--- src/rtl/rtc_spi_pkg.sv ---
package rtc_spi_pkg;
  localparam int AW = 7;
  localparam int DW = 8;

  localparam logic [AW-1:0] A_ALM0_LO = 7'h07;
  localparam logic [AW-1:0] A_ALM1_LO = 7'h0B;
  localparam logic [AW-1:0] A_EXT_HI  = 7'h0E;
  localparam logic [AW-1:0] A_CTRL    = 7'h0F;
  localparam logic [AW-1:0] A_STAT    = 7'h10;
  localparam logic [AW-1:0] A_TRKL    = 7'h11;
  localparam logic [AW-1:0] A_RAM_LO  = 7'h20;

  localparam logic [DW-1:0] CTRL_RST  = 8'hC0;
  localparam logic [DW-1:0] CTRL_KEEP = 8'hC7;
  localparam int BIT_OSC  = 7;
  localparam int BIT_WP   = 6;
  localparam int BIT_MODE = 2;

  typedef enum logic [2:0] {
    RG_EXT, RG_CTRL, RG_STAT, RG_TRKL, RG_RAM, RG_HOLE
  } region_e;

  function automatic region_e region_of(input logic [AW-1:0] a);
    if (a <= A_EXT_HI)       return RG_EXT;
    else if (a == A_CTRL)    return RG_CTRL;
    else if (a == A_STAT)    return RG_STAT;
    else if (a == A_TRKL)    return RG_TRKL;
    else if (a >= A_RAM_LO)  return RG_RAM;
    else                     return RG_HOLE;
  endfunction

  function automatic logic [1:0] alarm_sel(input logic [AW-1:0] a);
    logic [1:0] s;
    s[0] = (a >= A_ALM0_LO) && (a < A_ALM1_LO);
    s[1] = (a >= A_ALM1_LO) && (a <= A_EXT_HI);
    return s;
  endfunction
endpackage

--- src/rtl/rtc_spi_sync.sv ---
module rtc_spi_sync #(
  parameter int W      = 3,
  parameter int STAGES = 2
) (
  input  logic         clk,
  input  logic         rst_n,
  input  logic [W-1:0] din,
  output logic [W-1:0] dout,
  output logic [W-1:0] dprev
);
  logic [W-1:0] stg [STAGES];

  for (genvar s = 0; s < STAGES; s++) begin : g_stage
    always_ff @(posedge clk or negedge rst_n) begin
      if (!rst_n) stg[s] <= '0;
      else if (s == 0) stg[s] <= din;
      else stg[s] <= stg[(s == 0) ? 0 : s-1];
    end
  end

  always_ff @(posedge clk or negedge rst_n) begin
    if (!rst_n) dprev <= '0;
    else dprev <= stg[STAGES-1];
  end

  assign dout = stg[STAGES-1];
endmodule

--- src/rtl/rtc_spi_shifter.sv ---
module rtc_spi_shifter #(
  parameter int DW = 8
) (
  input  logic          clk,
  input  logic          rst_n,
  input  logic          cs_act,
  input  logic          sclk_rise,
  input  logic          sclk_fall,
  input  logic          mosi_bit,
  input  logic          tx_load,
  input  logic [DW-1:0] tx_data,
  output logic [DW-1:0] rx_byte,
  output logic          byte_done,
  output logic          tx_bit
);
  localparam int CW = $clog2(DW);
  localparam logic [CW-1:0] LAST = CW'(DW-1);

  logic [CW-1:0] bit_cnt;
  logic [DW-1:0] rx_q, tx_q;

  always_ff @(posedge clk or negedge rst_n) begin
    if (!rst_n) begin
      bit_cnt   <= '0;
      rx_q      <= '0;
      byte_done <= 1'b0;
    end else begin
      byte_done <= 1'b0;
      if (!cs_act) begin
        bit_cnt <= '0;
      end else if (sclk_fall) begin
        rx_q      <= {rx_q[DW-2:0], mosi_bit};
        bit_cnt   <= bit_cnt + 1'b1;
        byte_done <= (bit_cnt == LAST);
      end
    end
  end

  always_ff @(posedge clk or negedge rst_n) begin
    if (!rst_n) tx_q <= '0;
    else if (tx_load) tx_q <= tx_data;
    else if (cs_act && sclk_rise && bit_cnt != '0) tx_q <= {tx_q[DW-2:0], 1'b0};
  end

  assign rx_byte = rx_q;
  assign tx_bit  = tx_q[DW-1];


  byte_align_chk: assert property (@(posedge clk) disable iff (!rst_n)
    byte_done |-> (bit_cnt == '0));
endmodule

--- src/rtl/rtc_spi_regfile.sv ---
module rtc_spi_regfile
  import rtc_spi_pkg::*;
#(
  parameter logic [AW-1:0] RAM_BASE = A_RAM_LO
) (
  input  logic          clk,
  input  logic          rst_n,
  input  logic [AW-1:0] addr,
  input  logic [DW-1:0] wdata,
  input  logic          wr_go,
  input  logic          rd_go,
  output logic [DW-1:0] rd_data,
  output logic          reg_rd_stb,
  output logic          reg_wr_stb,
  output logic [3:0]    reg_addr,
  output logic [DW-1:0] reg_wdata,
  input  logic [DW-1:0] reg_rdata,
  input  logic [1:0]    alm_hit,
  output logic [1:0]    alm_flag,
  output logic          ctl_osc_off,
  output logic          ctl_int_mode,
  output logic [1:0]    ctl_alm_ie,
  output logic [DW-1:0] trickle_cfg
);
  localparam int RAM_DEPTH = (2**AW) - int'(RAM_BASE);
  localparam int IW = $clog2(RAM_DEPTH);

  logic [DW-1:0] ctrl_q, trkl_q;
  logic [DW-1:0] ram [RAM_DEPTH];
  logic [1:0]    flag_q;
  logic [1:0]    asel;
  logic [IW-1:0] ram_idx;
  logic          wp, wr_ok;
  region_e       rg;

  assign rg      = region_of(addr);
  assign asel    = alarm_sel(addr);
  assign wp      = ctrl_q[BIT_WP];
  assign wr_ok   = wr_go && (!wp || rg == RG_CTRL);
  assign ram_idx = IW'(addr - RAM_BASE);

  always_ff @(posedge clk or negedge rst_n) begin
    if (!rst_n) begin
      ctrl_q <= CTRL_RST;
      trkl_q <= '0;
    end else if (wr_ok) begin
      if (rg == RG_CTRL) ctrl_q <= wdata & CTRL_KEEP;
      if (rg == RG_TRKL) trkl_q <= wdata;
    end
  end

  always_ff @(posedge clk) begin
    if (wr_ok && rg == RG_RAM) ram[ram_idx] <= wdata;
  end

  for (genvar i = 0; i < 2; i++) begin : g_alarm
    always_ff @(posedge clk or negedge rst_n) begin
      if (!rst_n) flag_q[i] <= 1'b0;
      else if (alm_hit[i]) flag_q[i] <= 1'b1;
      else if (rd_go && asel[i]) flag_q[i] <= 1'b0;
    end


    hit_wins_chk: assert property (@(posedge clk) disable iff (!rst_n)
      alm_hit[i] |=> flag_q[i]);


    read_ack_chk: assert property (@(posedge clk) disable iff (!rst_n)
      (rd_go && asel[i] && !alm_hit[i]) |=> !flag_q[i]);
  end

  always_comb begin
    unique case (rg)
      RG_EXT:  rd_data = reg_rdata;
      RG_CTRL: rd_data = ctrl_q;
      RG_STAT: rd_data = {6'b0, flag_q};
      RG_TRKL: rd_data = trkl_q;
      RG_RAM:  rd_data = ram[ram_idx];
      default: rd_data = '0;
    endcase
  end

  assign reg_wr_stb   = wr_ok && rg == RG_EXT;
  assign reg_rd_stb   = rd_go && rg == RG_EXT;
  assign reg_addr     = addr[3:0];
  assign reg_wdata    = wdata;
  assign alm_flag     = flag_q;
  assign ctl_osc_off  = ctrl_q[BIT_OSC];
  assign ctl_int_mode = ctrl_q[BIT_MODE];
  assign ctl_alm_ie   = ctrl_q[1:0];
  assign trickle_cfg  = trkl_q;


  wp_trickle_chk: assert property (@(posedge clk) disable iff (!rst_n)
    (wr_go && wp && rg == RG_TRKL) |=> $stable(trkl_q));
endmodule

--- src/rtl/rtc_spi_regif.sv ---
module rtc_spi_regif
  import rtc_spi_pkg::*;
#(
  parameter int SYNC_STAGES = 2
) (
  input  logic          clk,
  input  logic          rst_n,
  input  logic          spi_sclk,
  input  logic          spi_cs,
  input  logic          spi_mosi,
  output logic          spi_miso,
  output logic          spi_miso_oe,
  output logic          reg_rd_stb,
  output logic          reg_wr_stb,
  output logic [3:0]    reg_addr,
  output logic [DW-1:0] reg_wdata,
  input  logic [DW-1:0] reg_rdata,
  input  logic [1:0]    alm_hit,
  output logic [1:0]    alm_flag,
  output logic          ctl_osc_off,
  output logic          ctl_int_mode,
  output logic [1:0]    ctl_alm_ie,
  output logic [DW-1:0] trickle_cfg
);
  logic [2:0]    pin_now, pin_prev;
  logic          cs_q, sclk_rise, sclk_fall, mosi_q;
  logic [DW-1:0] rx_byte, rd_data;
  logic          byte_done, tx_bit;
  logic          first_q, is_wr_q, fetch_q;
  logic [AW-1:0] addr_q;
  logic          wr_go, rd_go;

  rtc_spi_sync #(.W(3), .STAGES(SYNC_STAGES)) u_sync (
    .clk(clk), .rst_n(rst_n),
    .din({spi_cs, spi_sclk, spi_mosi}),
    .dout(pin_now), .dprev(pin_prev)
  );

  assign cs_q      = pin_now[2];
  assign sclk_rise = pin_now[1] && !pin_prev[1];
  assign sclk_fall = !pin_now[1] && pin_prev[1];
  assign mosi_q    = pin_now[0];

  always_ff @(posedge clk or negedge rst_n) begin
    if (!rst_n) begin
      first_q <= 1'b1;
      is_wr_q <= 1'b0;
      addr_q  <= '0;
      fetch_q <= 1'b0;
    end else begin
      fetch_q <= 1'b0;
      if (!cs_q) begin
        first_q <= 1'b1;
        is_wr_q <= 1'b0;
      end else if (byte_done) begin
        if (first_q) begin
          addr_q  <= rx_byte[AW-1:0];
          is_wr_q <= rx_byte[DW-1];
          first_q <= 1'b0;
          fetch_q <= !rx_byte[DW-1];
        end else begin
          addr_q  <= addr_q + 1'b1;
          fetch_q <= !is_wr_q;
        end
      end
    end
  end

  assign wr_go = byte_done && cs_q && !first_q && is_wr_q;
  assign rd_go = fetch_q && cs_q;

  rtc_spi_shifter #(.DW(DW)) u_shift (
    .clk(clk), .rst_n(rst_n), .cs_act(cs_q),
    .sclk_rise(sclk_rise), .sclk_fall(sclk_fall), .mosi_bit(mosi_q),
    .tx_load(rd_go), .tx_data(rd_data),
    .rx_byte(rx_byte), .byte_done(byte_done), .tx_bit(tx_bit)
  );

  rtc_spi_regfile u_regs (
    .clk(clk), .rst_n(rst_n), .addr(addr_q), .wdata(rx_byte),
    .wr_go(wr_go), .rd_go(rd_go), .rd_data(rd_data),
    .reg_rd_stb(reg_rd_stb), .reg_wr_stb(reg_wr_stb),
    .reg_addr(reg_addr), .reg_wdata(reg_wdata), .reg_rdata(reg_rdata),
    .alm_hit(alm_hit), .alm_flag(alm_flag),
    .ctl_osc_off(ctl_osc_off), .ctl_int_mode(ctl_int_mode),
    .ctl_alm_ie(ctl_alm_ie), .trickle_cfg(trickle_cfg)
  );

  assign spi_miso_oe = cs_q && !first_q && !is_wr_q;
  assign spi_miso    = spi_miso_oe && tx_bit;


  addr_step_chk: assert property (@(posedge clk) disable iff (!rst_n)
    (byte_done && cs_q && !first_q) |=> addr_q == $past(addr_q) + 1'b1);


  strobe_excl_chk: assert property (@(posedge clk) disable iff (!rst_n)
    $onehot0({reg_rd_stb, reg_wr_stb}));
endmodule

--- config.mk ---
export PLATFORM = sky130hd
export DESIGN_NAME = rtc_spi_regif
export DESIGN_NICKNAME = d
export VERILOG_FILES = /design/src/rtl/rtc_spi_pkg.sv /design/src/rtl/rtc_spi_sync.sv /design/src/rtl/rtc_spi_shifter.sv /design/src/rtl/rtc_spi_regfile.sv /design/src/rtl/rtc_spi_regif.sv
export SDC_FILE = /design/constraint.sdc
export NUM_CORES = 1
export LEC_CHECK = 0
export BUFFER_PORTS_ARGS = -buffer_cell sky130_fd_sc_hd__buf_2
export CORE_MARGIN = 3
export CORE_UTILIZATION = 60
export DETAILED_ROUTE_END_ITERATION = 12
export GPL_TIMING_DRIVEN = 0
export PLACE_DENSITY_LB_ADDON = 0.12
export SYNTH_ARGS = -nofsm -noshare
export SYNTH_HDL_FRONTEND = slang
export SYNTH_HIERARCHICAL = 1
export SYNTH_SLANG_ARGS = --single-unit
--- constraint.sdc ---
create_clock -name clk -period 4.65 [get_ports clk]
set_input_delay 0.2325 -clock clk [delete_from_list [all_inputs] [get_ports clk]]
set_output_delay 0.2325 -clock clk [all_outputs]
set_load 0.02 [all_outputs]
==> run summary <==
Gate Count Post-Synth: 1897
Area Overhead vs Synth: 11.95%
Clock H-tree levels: 3
TritonCTS clock tree: yes
final setup violating endpoints: 29
CTS Buf Count: 81
first-pass GRT wire length: 156100 um
row cnt: 85
Data arrival, critical path: 5360 ps
residual DRC count: 0
Critical Path End Type: flip-flop
clock tree buffer depth: 3
Final nets: 2063
vias after detailed routing: 21.10k
final setup margin: -173.6 ps
pin count of the biggest net entering global routing: 81
flop2flop setup slack: -170 ps
Port Buffers: 44
fin util: 68.42%
syn_area_per_cell: 17.44 sq um
DRT iter0 DRCs: 3332
WL final: 114100 um
Yosys warning total: 6
worst r2r path cells: 11
Post-DRT Antenna Nets: 0
Die Wd: 240.8 um
Setup CP Type: reg2reg
power after layout: 16.56 mW
All-Layer GR Usage: 39.84%
remaining global-route overflow: 0
Post-Layout Cell Count: 2797
WL per Instance: 40.80 um
Worst Hold Depth: 5
Die Ht: 240.8 um
status: finished with violations
vias per cell: 7.545
Peak Freq: 0.2073 GHz
clk_lat worst skew: 640 ps
Fillers: 3606
Pwr Density: 447.0 nW/um^2
CP startpoint kind: flip-flop
hold crit path type: in2reg
placed instance count: 2646
DP Wirelength: 72730 um
First-pass DRT Iterations: 6
period utilisation layout: 103.7%
Slew HR: 3.744%
Slew @ Worst Pin: 1444 ps
final clock skew: 21.09 ps
Post-Syn Nets: 1921
IO Pins: 45
initial core utilization: 61.11%
violated checks: negative setup slack
CP max FO: 10
clk sinks: 820
CORE AREA: 54130 sq um
max cap viols: 0
Max Slew Vio Count: 0
hold violation count in the final report: 0
initial antenna violation count: 5
Clock Pin Slew Worst Setup and Hold Paths: 60 ps
min Tclk post-route: 4824 ps
Synth Cell Area: 33080 sq um
RSZ-0062 raised after global routing: no
routability cong.: 1.034
Pleak: 12.01 nW
Max IR drop VDD: 0.3786 mV
number of global-route vias before repair: 20.03k
CP Data Required Time: 5190 ps
die area: 57990 sq um
share of layout cells above drive strength 1: 22.12%
CTS Root Cell: clkbuf_16
state kept, by name, summed over array words and instances, names as in the netlist, 2 cells and up:
name	count
u_regs/ram	768
u_shift/tx_q	8
u_regs/alm_flag	2
u_sync/stg	3
u_regs/trickle_cfg	8
addr_q	7
u_sync/dout	3
u_shift/rx_byte	8
u_shift/bit_cnt	3
u_regs/ctrl_q	5
final cells by class:
type | count | area (sq um) | area share [%]
Clock inverter | 42 | 351.6 | 0.9493
Tap cell | 696 | 870.8 | 2.351
Inverter | 19 | 71.32 | 0.1926
Timing Repair Buffer | 59 | 488.0 | 1.317
Buffer | 140 | 810.8 | 2.189
Antenna cell | 3 | 7.507 | 0.02027
Sequential cell | 820 | 24400 | 65.87
Multi-Input combinational cell | 918 | 7880 | 21.28
Clock buffer | 100 | 2161 | 5.834
worst paths after layout:
path,to,from
setup / recovery,u_shift/tx_q[0],addr_q[0]
hold / removal,u_shift/tx_q[0],reg_rdata[0]
setup reg to reg,u_shift/tx_q[0],addr_q[0]
hold reg to reg,u_sync/dout[1],u_sync/stg[4]
max in group asynchronous,u_shift/rx_byte[5],rst_n
min in group asynchronous,addr_q[0],rst_n
stage by stage:
step                setup WS (ps)  cell area, sq um  setup TNS, ps  hold WS, ps
global placement           -91.26             34170         -211.7        333.6
global route                2.617             37030              0        85.26
CTS                         61.02             37000              0        38.25
floorplan                    1550             33080              0       -63.09
finish                     -173.6             37040          -1289        61.30
detailed placement         -116.4             34410         -275.8        341.8
repair_timing:
action                                 CTS  global route
endpoints found under the hold margin   54             0
buffers inserted                         0             0
resized for setup                        3             9
hold buffers                             6             0
setup endpoints to repair                4             5
cells in the final DEF (no fill, tap or decap), types with 32 or more instances in the layout:
cell and instances:
clkbuf_16 83, o221ai_1 57, mux2i_1 60, buf_2 100
mux4_2 81, o22ai_1 69, clkbuf_1 50, nand2_1 70
dfrtp_1 41, edfxtp_1 768, nor2_1 128, mux2_2 76
buf_4 32
critical path, cell delays in order (launching register included):
cell	delay, ps
dfrtp_1	430
buf_2	390
clkbuf_4	460
buf_2	510
buf_2	500
buf_2	550
o22ai_1	120
o311ai_0	1000
nand4_1	390
o211ai_1	190
nand2_1	70
o21ai_0	90
power by group:
group	total [mW]	internal, mW	switching, mW
sequential	9.30	8.90	0.401
combinational	0.908	0.238	0.670
clock	6.35	3.62	2.73
total	16.6	12.8	3.80
layer usage:
layer	vias up	track usage [%]	routed length, um
li1	8004	-	-
met1	10705	53.30	39730
met2	1934	56.38	47960
met3	460	16.08	18370
met4	0	21.93	8070
met5	-	0	0
No activity file was read; power rests on OpenSTA's default activity.
